$ cat config.mk
export PLATFORM = sky130hd
export DESIGN_NAME = dac_wr_ctrl
export DESIGN_NICKNAME = d
export VERILOG_FILES = /design/src/rtl/dac_wr_pkg.sv /design/src/rtl/dac_code_map.sv /design/src/rtl/dac_wr_seq.sv /design/src/rtl/dac_in_latch.sv /design/src/rtl/dac_wr_ctrl.sv
export SDC_FILE = /design/constraint.sdc
export NUM_CORES = 1
export LEC_CHECK = 0
export BUFFER_PORTS_ARGS = -buffer_cell sky130_fd_sc_hd__buf_2
export CORE_ASPECT_RATIO = 0.75
export CORE_UTILIZATION = 46
export CTS_CLUSTER_SIZE = 10
export DETAILED_ROUTE_END_ITERATION = 10
export GPL_ROUTABILITY_DRIVEN = 0
export PLACE_DENSITY_LB_ADDON = 0.05
export SLEW_MARGIN = 20
export SYNTH_ARGS = -nofsm -noshare
export SYNTH_HDL_FRONTEND = slang
export SYNTH_SLANG_ARGS = --single-unit
$ cat constraint.sdc
create_clock -name clk_i -period 1.6 [get_ports clk_i]
set_input_delay 0.16 -clock clk_i [delete_from_list [all_inputs] [get_ports clk_i]]
set_output_delay 0.16 -clock clk_i [all_outputs]
set_load 0.01 [all_outputs]
$ cat src/rtl/dac_wr_pkg.sv
package dac_wr_pkg;

  typedef enum logic [1:0] {
    ST_IDLE,
    ST_LEAD,
    ST_LOW,
    ST_POST
  } wr_state_e;

  // ceiling of ns / period, at least one cycle for a nonzero interval
  function automatic int unsigned ns_to_cyc(input int unsigned ns, input int unsigned period_ns);
    int unsigned c;
    if (ns == 0) return 0;
    c = (ns + period_ns - 1) / period_ns;
    return (c == 0) ? 1 : c;
  endfunction

  function automatic int unsigned max2(input int unsigned a, input int unsigned b);
    return (a > b) ? a : b;
  endfunction

endpackage

$ cat src/rtl/dac_code_map.sv
module dac_code_map #(
  parameter int unsigned DATA_W = 8
) (
  input  logic [DATA_W-1:0] raw_i,
  input  logic              bipolar_i,
  output logic [DATA_W-1:0] code_o
);

  generate
    if (DATA_W > 1) begin : g_wide
      assign code_o = {raw_i[DATA_W-1] ^ bipolar_i, raw_i[DATA_W-2:0]};
    end else begin : g_bit
      assign code_o = raw_i ^ bipolar_i;
    end
  endgenerate

endmodule

$ cat src/rtl/dac_wr_seq.sv
module dac_wr_seq
  import dac_wr_pkg::*;
#(
  parameter int unsigned DATA_W   = 8,
  parameter int unsigned LOW_CYC  = 5,
  parameter int unsigned POST_CYC = 13
) (
  input  logic              clk_i,
  input  logic              rst_ni,
  input  logic              valid_i,
  input  logic [DATA_W-1:0] data_i,
  output logic              ready_o,
  output logic [DATA_W-1:0] raw_o,
  output logic              cs_no,
  output logic              wr_no
);

  localparam int unsigned MAX_CNT = (LOW_CYC > POST_CYC) ? LOW_CYC : POST_CYC;
  localparam int unsigned CNT_W   = $clog2(MAX_CNT + 1);

  wr_state_e         state_q;
  logic [CNT_W-1:0]  cnt_q;
  logic [DATA_W-1:0] raw_q;
  logic              cs_q, wr_q;

  always_ff @(posedge clk_i or negedge rst_ni) begin
    if (!rst_ni) begin
      state_q <= ST_IDLE;
      cnt_q   <= '0;
      raw_q   <= '0;
      cs_q    <= 1'b1;
      wr_q    <= 1'b1;
    end else begin
      unique case (state_q)
        ST_IDLE: begin
          if (valid_i) begin
            raw_q   <= data_i;
            state_q <= ST_LEAD;
          end
        end
        ST_LEAD: begin
          cs_q    <= 1'b0;
          wr_q    <= 1'b0;
          cnt_q   <= CNT_W'(LOW_CYC - 1);
          state_q <= ST_LOW;
        end
        ST_LOW: begin
          if (cnt_q == '0) begin
            cs_q    <= 1'b1;
            wr_q    <= 1'b1;
            cnt_q   <= CNT_W'(POST_CYC - 1);
            state_q <= ST_POST;
          end else begin
            cnt_q <= cnt_q - 1'b1;
          end
        end
        ST_POST: begin
          if (cnt_q == '0) state_q <= ST_IDLE;
          else             cnt_q   <= cnt_q - 1'b1;
        end
        default: state_q <= ST_IDLE;
      endcase
    end
  end

  assign ready_o = (state_q == ST_IDLE);
  assign raw_o   = raw_q;
  assign cs_no   = cs_q;
  assign wr_no   = wr_q;

endmodule

$ cat src/rtl/dac_in_latch.sv
module dac_in_latch #(
  parameter int unsigned DATA_W = 8
) (
  input  logic              clk_i,
  input  logic              rst_ni,
  input  logic              cs_ni,
  input  logic              wr_ni,
  input  logic [DATA_W-1:0] d_i,
  output logic [DATA_W-1:0] q_o
);

  logic              open_w;
  logic [DATA_W-1:0] held_q;

  assign open_w = ~cs_ni & ~wr_ni;

  always_ff @(posedge clk_i or negedge rst_ni) begin
    if (!rst_ni)     held_q <= '0;
    else if (open_w) held_q <= d_i;
  end

  assign q_o = open_w ? d_i : held_q;

endmodule

$ cat src/rtl/dac_wr_ctrl.sv
module dac_wr_ctrl
  import dac_wr_pkg::*;
#(
  parameter int unsigned DATA_W        = 8,
  parameter int unsigned CLK_PERIOD_NS = 8,
  parameter int unsigned CS_SETUP_NS   = 40,
  parameter int unsigned D_SETUP_NS    = 25,
  parameter int unsigned D_HOLD_NS     = 10,
  parameter int unsigned WR_WIDTH_NS   = 40,
  parameter int unsigned SETTLE_NS     = 100
) (
  input  logic              clk_i,
  input  logic              rst_ni,
  input  logic              bipolar_i,
  input  logic              s_valid_i,
  input  logic [DATA_W-1:0] s_data_i,
  output logic              s_ready_o,
  output logic [DATA_W-1:0] dac_data_o,
  output logic              dac_cs_no,
  output logic              dac_wr_no,
  output logic [DATA_W-1:0] dac_latch_o
);

  // low window must cover select setup, data setup and strobe width
  localparam int unsigned LOW_CYC = max2(max2(ns_to_cyc(CS_SETUP_NS, CLK_PERIOD_NS),
                                              ns_to_cyc(D_SETUP_NS, CLK_PERIOD_NS)),
                                         max2(ns_to_cyc(WR_WIDTH_NS, CLK_PERIOD_NS), 1));
  // post window covers data hold and output settling
  localparam int unsigned POST_CYC = max2(max2(ns_to_cyc(SETTLE_NS, CLK_PERIOD_NS),
                                               ns_to_cyc(D_HOLD_NS, CLK_PERIOD_NS)), 1);

  logic [DATA_W-1:0] raw_w;

  dac_wr_seq #(
    .DATA_W  (DATA_W),
    .LOW_CYC (LOW_CYC),
    .POST_CYC(POST_CYC)
  ) u_seq (
    .clk_i  (clk_i),
    .rst_ni (rst_ni),
    .valid_i(s_valid_i),
    .data_i (s_data_i),
    .ready_o(s_ready_o),
    .raw_o  (raw_w),
    .cs_no  (dac_cs_no),
    .wr_no  (dac_wr_no)
  );

  dac_code_map #(.DATA_W(DATA_W)) u_map (
    .raw_i    (raw_w),
    .bipolar_i(bipolar_i),
    .code_o   (dac_data_o)
  );

  dac_in_latch #(.DATA_W(DATA_W)) u_latch (
    .clk_i (clk_i),
    .rst_ni(rst_ni),
    .cs_ni (dac_cs_no),
    .wr_ni (dac_wr_no),
    .d_i   (dac_data_o),
    .q_o   (dac_latch_o)
  );

endmodule

==> results.txt, run 1 <==
----------------------------------------------------
[Critical path]
  Data required time at the worst endpoint ... 1.44 ns
  Critical-path cell list ... buf_8, inv_2, mux2_2, buf_6
  Crit path kind ... flop to output port
  Crit end category ... output port
  Critical Path Max Stage Delay ... 0.57 ns
  Launching element type of the critical path ... flop
  Crit path arrival time ... about 1.5 ns
  Worst Reg2Reg Path Length in Cells ... 5
  Cell with the largest stage delay on the worst path ... sky130_fd_sc_hd__dfstp_2
  Maximum fanout along the worst path ... 6

[Die]
  Starting density of the core ... between 40% and 50%
  Top-level port count ... 31
  Area of the core ... 0.002346 mm^2
  Die width ... between 60 and 70 um
  Standard-cell rows ... 15
  Die Span Y ... 45.63 um
  Area of the die ... between 0.002 and 0.003 mm^2

[Logic synthesis]
  Synth Cell Area ... around 0.0012 mm^2
  Async set or reset register ratio after synthesis ... 100.0%
  Count of unique library cells instantiated by Yosys ... 30
  Post-synthesis sequential element count ... 23
  Top flip-flop cell by instance count after synthesis ... sky130_fd_sc_hd__dfrtp_1
  Yosys warns ... 0
  Portion of the post-synthesis area used by sequential elements ... 49.41%
  Average instance area after synthesis ... about 12 um^2
  Synth Net Count ... about 120
  Count of mapped cells out of synthesis ... 100
  Number of enable-type register cells in the synthesized netlist ... 0

[Power]
  LEAKAGE ... 0.0007511 uW
  Power density normalized to cell area ... approximately 2400 mW/mm^2
  Total power of the final layout ... 3730 uW
  Max rail drop VDD ... 1186 uV

[Layout]
  Most frequent cells in the layout ... 22 x sky130_fd_sc_hd__buf_2, 22 x sky130_fd_sc_hd__dfrtp_1, 9 x sky130_fd_sc_hd__mux2_2, 9 x sky130_fd_sc_hd__buf_6, 9 x sky130_fd_sc_hd__buf_4
  Total Nets Final ... ~160
  Fill cell count ... between 150 and 200
  Area Growth Syn to Fin ... 32.58%
  N_diodes ... 0
  Cell area after layout ... 0.001548 mm^2
  Combined area of the multi-input logic cells ... 550.5 um^2
  Area occupied by registers ... between 500 and 600 um^2
  Share of final-layout standard cells stronger than drive strength 1 ... 53.68%

[Detailed routing]
  DRT Pass-1 Iters ... 4
  Vias after detailed routing ... about 850
  Final Routed Wirelength ... between 2 and 2.5 mm
  DR DRC count ... 0
  Antenna Nets Post-Route ... 0
  Routed wire length per instance ... 13.58 um
  1st-iter DRT viols ... 22
  Via/cell ratio ... a little under 5

[Clock network]
  Clock tree from TritonCTS ... done
  Bufs on Longest Clock Path ... 2
  H-Tree Depth ... 1
  Total clock sinks ... 23
  Reg clk slew, reported paths ... about 0.12 ns
  CTS root buffer ... sky130_fd_sc_hd__clkbuf_4
  Number of buffers created by CTS ... 3
  Source-to-sink clock delay at the later pin of the worst-skew pair ... 0.30 ns

[Outcome]
  Status ... finished, violations left
  Failing checks ... setup timing

[Hold path]
  Kind of path behind the tightest hold check ... input port to flop
  Worst Hold Path Cells ... 2

[STA]
  Setup repair after global routing missed its margin ... true
  Worst-Margin Slew ... about 0.49 ns
  Clock period minus final worst setup slack ... roughly 1.6 ns
  Setup TNS ... -0.1183 ns
  Achievable Freq ... just over 0.6 GHz
  Max_slew headroom ... between 60% and 70%
  Post-layout worst setup margin ... -0.02922 ns
  Worst Clk Skew ... ~0.0045 ns
  Final period util ... 101.8%
  Setup Viol. Count Final ... 7
  Final-report hold violation count ... 0
  Number of max-slew violations in the final report ... 0

[Global routing]
  Overflow left after global routing ... 0
  Maximum number of pins on one net before global-route repair ... 24
  Antenna violations before repair ... 0
  Aggregate global-route resource usage ... 17.48%
  Vias in the first global route ... about 760
  Wire length of the first global-routing pass ... approximately 3.4 mm

[Placement]
  Detailed-placement wirelength estimate ... 1.498 mm
  Cell area reported after detailed placement ... between 0.001 and 0.0015 mm^2
  Port-buffer cells ... 30

[Run]
  Max-capacitance violation count ... 0

----------------------------------------------------
-- sequential cells by signal (all words and copies together), names as in the netlist --
name            cells
u_latch.held_q      8
u_seq.raw_o         8
u_seq.cs_no         1
u_seq.state_q       2
u_seq.cnt_q         4
-- routing by layer --
metal,vias to the layer above,wire (um),track usage (%)
li1,407,-,-
met1,412,1050,21.66
met2,24,1138,29.45
met3,2,107,5.966
met4,0,11,4.186
met5,-,0,0
-- cell families (layout without fill, tap and decap cells) --
logic type / after synthesis / count (layout) / synth area share [%]
adders and majority gates: 6 / 6 / 6.431
buffers and inverters: 18 / 54 / 8.468
and+or+nand+nor: 19 / 19 / 9.540
DFF: 23 / 23 / 49.41
AOI/OAI and AO/OA: 15 / 15 / 8.146
muxes: 18 / 18 / 17.26
xor gates and xnor gates: 1 / 1 / 0.7504
-- synth_stat cells, types with 2 or more instances --
master | n | area share [%]
sky130_fd_sc_hd__inv_1 | 7 | 2.3
sky130_fd_sc_hd__a21oi_1 | 3 | 1.3
sky130_fd_sc_hd__mux2_2 | 16 | 15
sky130_fd_sc_hd__ha_1 | 6 | 6.4
sky130_fd_sc_hd__nand2_1 | 3 | 0.96
sky130_fd_sc_hd__nand3_1 | 2 | 0.86
sky130_fd_sc_hd__nor2b_1 | 3 | 1.6
sky130_fd_sc_hd__clkbuf_1 | 2 | 0.64
sky130_fd_sc_hd__nor2_1 | 3 | 0.96
sky130_fd_sc_hd__dfrtp_1 | 22 | 47
sky130_fd_sc_hd__buf_4 | 8 | 5.1
sky130_fd_sc_hd__nor3_1 | 3 | 1.3
sky130_fd_sc_hd__o21ai_0 | 5 | 2.1
-- critical path, delay by kind of cell (launching register included) --
kind / cells / cell delay, ns
muxes: 1 / 0.28
DFF: 1 / 0.57
buffers and inverters: 3 / 0.31
-- power breakdown --
part | switching [uW] | total (uW) | internal, uW
combinational | 1030 | 2390 | 1350
clock | 162 | 256 | 93.3
sequential | 199 | 1090 | 890
total | 1400 | 3730 | 2330
-- area by class of cell --
type	count	share of cell area [%]
Sequential cell	23	37.27
Multi-Input combinational cell	59	35.57
Timing Repair Buffer	43	20.94
Tap cell	34	2.749
Inverter	7	1.698
Clock buffer	3	1.455
Clock inverter	1	0.3234
-- path summary, 6_finish.rpt --
| path | start | end | slack [ns] |
|---|---|---|---|
| worst min-delay path | s_data_i[1] | u_seq.raw_o[1] | 0.08 |
| max in group asynchronous | rst_ni | u_seq.cs_no | 0.91 |
| worst max register to register | u_seq.state_q[0] | u_seq.state_q[1] | -0.02 |
| min in group asynchronous | rst_ni | u_seq.cnt_q[2] | 0.33 |
| worst min register to register | u_latch.held_q[2] | u_latch.held_q[2] | 0.51 |
| worst max-delay path | u_seq.cs_no | dac_latch_o[7] | -0.03 |
-- per-stage QoR --
step | setup slack [ns] | cells | hold slack (ns) | util, %
final | -0.02922 | 170 | 0.07500 | 65.97
after global routing | -0.08931 | 170 | 0.05573 | 65.97
after CTS | -0.05402 | 167 | 0.06194 | 63.57
after detailed placement | -0.01354 | 156 | 0.1555 | 56.37
after global placement | 0.03992 | 156 | 0.1465 | 56.37
after floorplan | 0.08121 | 100 | -0.1356 | -
-- what timing repair did --
action	4_1_cts	5_1_grt
gates resized for setup	21	10
setup endpoints to repair	9	12
hold buffers	1	0
setup buffers	6	3
endpoints found under the hold margin	22	0
pin swaps	0	1
cloned	0	0
Note: power is estimated with default switching activity, not from simulation.
==> run 2, diff against run 1 <==
--- a/config.mk
+++ b/config.mk
@@ -5,6 +5,7 @@
 export SDC_FILE = /design/constraint.sdc
 export NUM_CORES = 1
 export LEC_CHECK = 0
+export ABC_AREA = 1
 export BUFFER_PORTS_ARGS = -buffer_cell sky130_fd_sc_hd__buf_2
 export CORE_ASPECT_RATIO = 0.75
 export CORE_UTILIZATION = 46
@@ -12,6 +13,7 @@
 export DETAILED_ROUTE_END_ITERATION = 10
 export GPL_ROUTABILITY_DRIVEN = 0
 export PLACE_DENSITY_LB_ADDON = 0.05
+export SKIP_LAST_GASP = 1
 export SLEW_MARGIN = 20
 export SYNTH_ARGS = -nofsm -noshare
 export SYNTH_HDL_FRONTEND = slang
==> run 2 against run 1 <==
  * The run now ends clean
  * Sequential share of layout area rose by 6.2 points
  * Worst hold slack improved by 0.00089 ns
  * Global-route usage fell by 1.5 points
  * Clock skew increased by 0.0013 ns
  * Non-clock buffer count shrank 8
  * Register-to-register slack improved by 0.19 ns
  * Critical path type unchanged
  * Critical endpoint is now dac_latch_o[3]
==> results.txt, run 2 <==
----------------------------------------------------
[Logic synthesis]
  Dominant cell type by area after synthesis ... sky130_fd_sc_hd__dfrtp_1
  Yosys warns ... 0 (unchanged)
  Top flip-flop cell by instance count after synthesis ... sky130_fd_sc_hd__dfrtp_1
  Leading post-synthesis cells by cell area ... sky130_fd_sc_hd__dfrtp_1 48%, sky130_fd_sc_hd__nand2_1 10%, sky130_fd_sc_hd__ha_1 6.6%
  Synth Net Count ... 143 (+21%)
  Async set or reset register ratio after synthesis ... 100.0% (unchanged)
  Fraction of post-synthesis cell area in the top cell type by area ... 48.09% (+0.93 points)
  Count leader, synth ... sky130_fd_sc_hd__nand2_1
  Count of mapped cells out of synthesis ... 125 (+25%)
  Portion of the post-synthesis area used by sequential elements ... 50.38% (+0.97 points)
  Commonest cells in the netlist ... 32 x sky130_fd_sc_hd__nand2_1, 22 x sky130_fd_sc_hd__dfrtp_1, 16 x sky130_fd_sc_hd__inv_1
  Count of unique library cells instantiated by Yosys ... 21 (-30%)
  Number of enable-type register cells in the synthesized netlist ... 0 (unchanged)
  Post-synthesis sequential element count ... 23 (unchanged)
  Synth Cell Area ... 0.001145 mm^2 (-1.9%)
  Average instance area after synthesis ... 9.159 um^2 (-22%)

[Critical path]
  Launching element type of the critical path ... flop
  Crit Reg-Reg Startpoint ... u_seq.state_q[0]
  Crit path arrival time ... 1.33 ns (-0.14 ns)
  Crit end category ... output port
  Crit path kind ... flop to output port
  CP Launch Point ... u_seq.cs_no
  Maximum fanout along the worst path ... 5 (-1)
  Data required time at the worst endpoint ... 1.44 ns (about the same)

[STA]
  Achievable Freq ... 0.6697 GHz (+9.1%)
  Setup Viol. Count Final ... 0 (-7)
  Max_slew headroom ... 66.94% (-0.30 points)
  Final period util ... 93.32% (-8.5 points)
  Final-report hold violation count ... 0 (unchanged)
  Setup TNS ... 0 ns (+0.1183 ns)
  Worst Clk Skew ... 0.005882 ns (+0.001337 ns)
  Number of max-slew violations in the final report ... 0 (unchanged)
  Clock period minus final worst setup slack ... 1.493 ns (-0.1361 ns)
  Worst-Margin Slew ... 0.4959 ns (+0.004501 ns)
  Setup repair after global routing missed its margin ... false

[Outcome]
  Status ... finished, final reports clean

[Clock network]
  Source-to-sink clock delay at the later pin of the worst-skew pair ... 0.31 ns (about the same)
  Number of buffers created by CTS ... 3 (unchanged)
  Clock tree from TritonCTS ... done
  Total clock sinks ... 23 (unchanged)
  Reg clk slew, reported paths ... 0.11 ns (about the same)
  CTS root buffer ... sky130_fd_sc_hd__clkbuf_4
  H-Tree Depth ... 1 (unchanged)
  Post_cts resized ... 0 (-100%)
  Bufs on Longest Clock Path ... 2 (unchanged)

[Power]
  Total power of the final layout ... 2752 uW (-26%)
  Net switching power ... 1166 uW (-17%)
  Internal Power ... 1586 uW (-32%)
  Power density normalized to cell area ... 2073 mW/mm^2 (-14%)
  Clock power share ... 9.5% (+2.6 points)
  Max rail drop VDD ... 1075 uV (-9.3%)
  Sequential fraction of design power ... 37.1% (+7.9 points)
  LEAKAGE ... 0.0007195 uW (-4.2%)
  Proportion of power drawn by combinational gates ... 53.3% (-11 points)
  Fraction of power spent switching nets ... 42.35% (+4.9 points)

[Layout]
  Area Growth Syn to Fin ... 15.96%
  Share of final-layout standard cells stronger than drive strength 1 ... 30.52% (-23 points)
  Final core area utilization ... 57.04% (-8.9 points)
  Total Nets Final ... 173 (+12%)
  Layout Cells excl Fill ... 188 (+11%)
  Most common cell after layout, fill and taps aside ... sky130_fd_sc_hd__nand2_1
  Most frequent cells in the layout ... 32 x sky130_fd_sc_hd__nand2_1, 30 x sky130_fd_sc_hd__buf_2, 22 x sky130_fd_sc_hd__dfrtp_1
  N_diodes ... 0 (unchanged)

[Detailed routing]
  DR DRC count ... 0 (unchanged)
  Final Routed Wirelength ... 1.918 mm (-17%)
  Vias after detailed routing ... 828 (-2.0%)
  DRT Pass-1 Iters ... 4 (unchanged)
  Via/cell ratio ... 4.404 (-11%)
  Routed wire length per instance ... 10.20 um (-25%)
  Antenna Nets Post-Route ... 0 (unchanged)
  1st-iter DRT viols ... 15 (-32%)

[Hold path]
  Worst Hold Launch ... s_data_i[7]
  Kind of path behind the tightest hold check ... input port to flop

[Global routing]
  Antenna violations before repair ... 0 (unchanged)
  Maximum number of pins on one net before global-route repair ... 24 (unchanged)
  Vias in the first global route ... 713 (-5.9%)
  Overflow left after global routing ... 0 (unchanged)
  Aggregate global-route resource usage ... 15.95% (-1.5 points)
  Wire length of the first global-routing pass ... 3.077 mm (-9.0%)

[Die]
  Top-level port count ... 31 (unchanged)
  Standard-cell rows ... 15 (unchanged)
  Die width ... 59.61 um (-0.94%)
  Area of the die ... 0.002694 mm^2 (-1.9%)
  Die Span Y ... 45.21 um (-0.92%)
  Area of the core ... 0.002327 mm^2 (-0.80%)
  Starting density of the core ... 49.19% (-0.57 points)

[Run]
  Max-capacitance violation count ... 0 (unchanged)

[Placement]
  Total instance count after detailed placement ... 180 (+15%)
  Port-buffer cells ... 30 (unchanged)
  Detailed-placement wirelength estimate ... 1.419 mm (-5.3%)

----------------------------------------------------
==> run 2: cell types whose count changed in the layout (fill, tap and decap cells not counted), moves of 3 or more <==
cell / before / now
sky130_fd_sc_hd__nand2_1: 3 / 32
sky130_fd_sc_hd__mux2_4: 7 / 2
sky130_fd_sc_hd__nor3_1: 3 / 0
sky130_fd_sc_hd__nor2_1: 3 / 8
sky130_fd_sc_hd__inv_1: 3 / 16
sky130_fd_sc_hd__buf_4: 9 / 4
sky130_fd_sc_hd__mux2_2: 9 / 2
sky130_fd_sc_hd__buf_6: 9 / 0
sky130_fd_sc_hd__inv_2: 4 / 0
sky130_fd_sc_hd__buf_2: 22 / 30
sky130_fd_sc_hd__o21ai_0: 5 / 9
sky130_fd_sc_hd__ha_1: 2 / 6
==> run 2: per-layer routing <==
layer / GRT usage, % / wire [um] / up-vias
met3: 6.017 / 119 / 2
li1: - / - / 436
met2: 22.92 / 806 / 26
met1: 22.67 / 977 / 364
met4: 4.186 / 14 / 0
met5: 0 / 0 / -
==> run 2: cell families after synthesis <==
logic type	synth area share, %
compound gates	8.197
buf+inv	11.91
flops	50.38
xor+xnor	0.7652
simple gates	17.60
mux	4.590
fa+ha+maj	6.557
==> run 2: layout make-up <==
type	count	area, um^2
clock buffer	4	26.28
fill	222	999.7
inverter	16	60.06
multi-input combinational	76	431.7
sequential	23	576.8
tap	34	42.54
timing repair buffer	35	190.2
==> run 2: power by group through the flow <==
stage	clock network [uW]	registers, uW	logic, uW
after floorplan	0	1010	1140
after global placement	0	1050	1390
after detailed placement	0	1060	1410
after CTS	273	1020	1480
after global routing	296	1060	1690
final	262	1020	1470
==> run 2: what timing repair did <==
action | CTS | global route
setup buffers | 3 | 0
hold buffers | 1 | 0
setup endpoints to repair | 3 | 0
endpoints found under the hold margin | 22 | 0
==> run 2: path summary, 6_finish.rpt <==
kind,to,slack [ns],cells past startpoint
min in group asynchronous,u_latch.held_q[1],0.33,2
worst min register to register,u_latch.held_q[4],0.49,2
worst max-delay path,dac_latch_o[3],0.11,4
worst min-delay path,u_seq.raw_o[7],0.08,2
worst max register to register,u_seq.state_q[1],0.17,7
max in group asynchronous,u_seq.cs_no,0.90,2
==> run 2: critical path: stages, from the launching register on <==
cell,delay [ns]
sky130_fd_sc_hd__dfstp_2,0.58
sky130_fd_sc_hd__buf_4,0.13
sky130_fd_sc_hd__nand2_1,0.04
sky130_fd_sc_hd__o21ai_0,0.10
sky130_fd_sc_hd__buf_2,0.18
==> run 2: metrics by stage <==
step           hold WS (ns)  setup slack, ns  cell area (um^2)
2_1_floorplan       -0.1356           0.2109              1145
3_3_place_gp         0.1605           0.2323              1269
3_5_place_dp         0.1560           0.1868              1269
4_1_cts             0.06873           0.1001              1328
5_1_grt             0.05117         0.001586              1328
6_report            0.07589           0.1068              1328
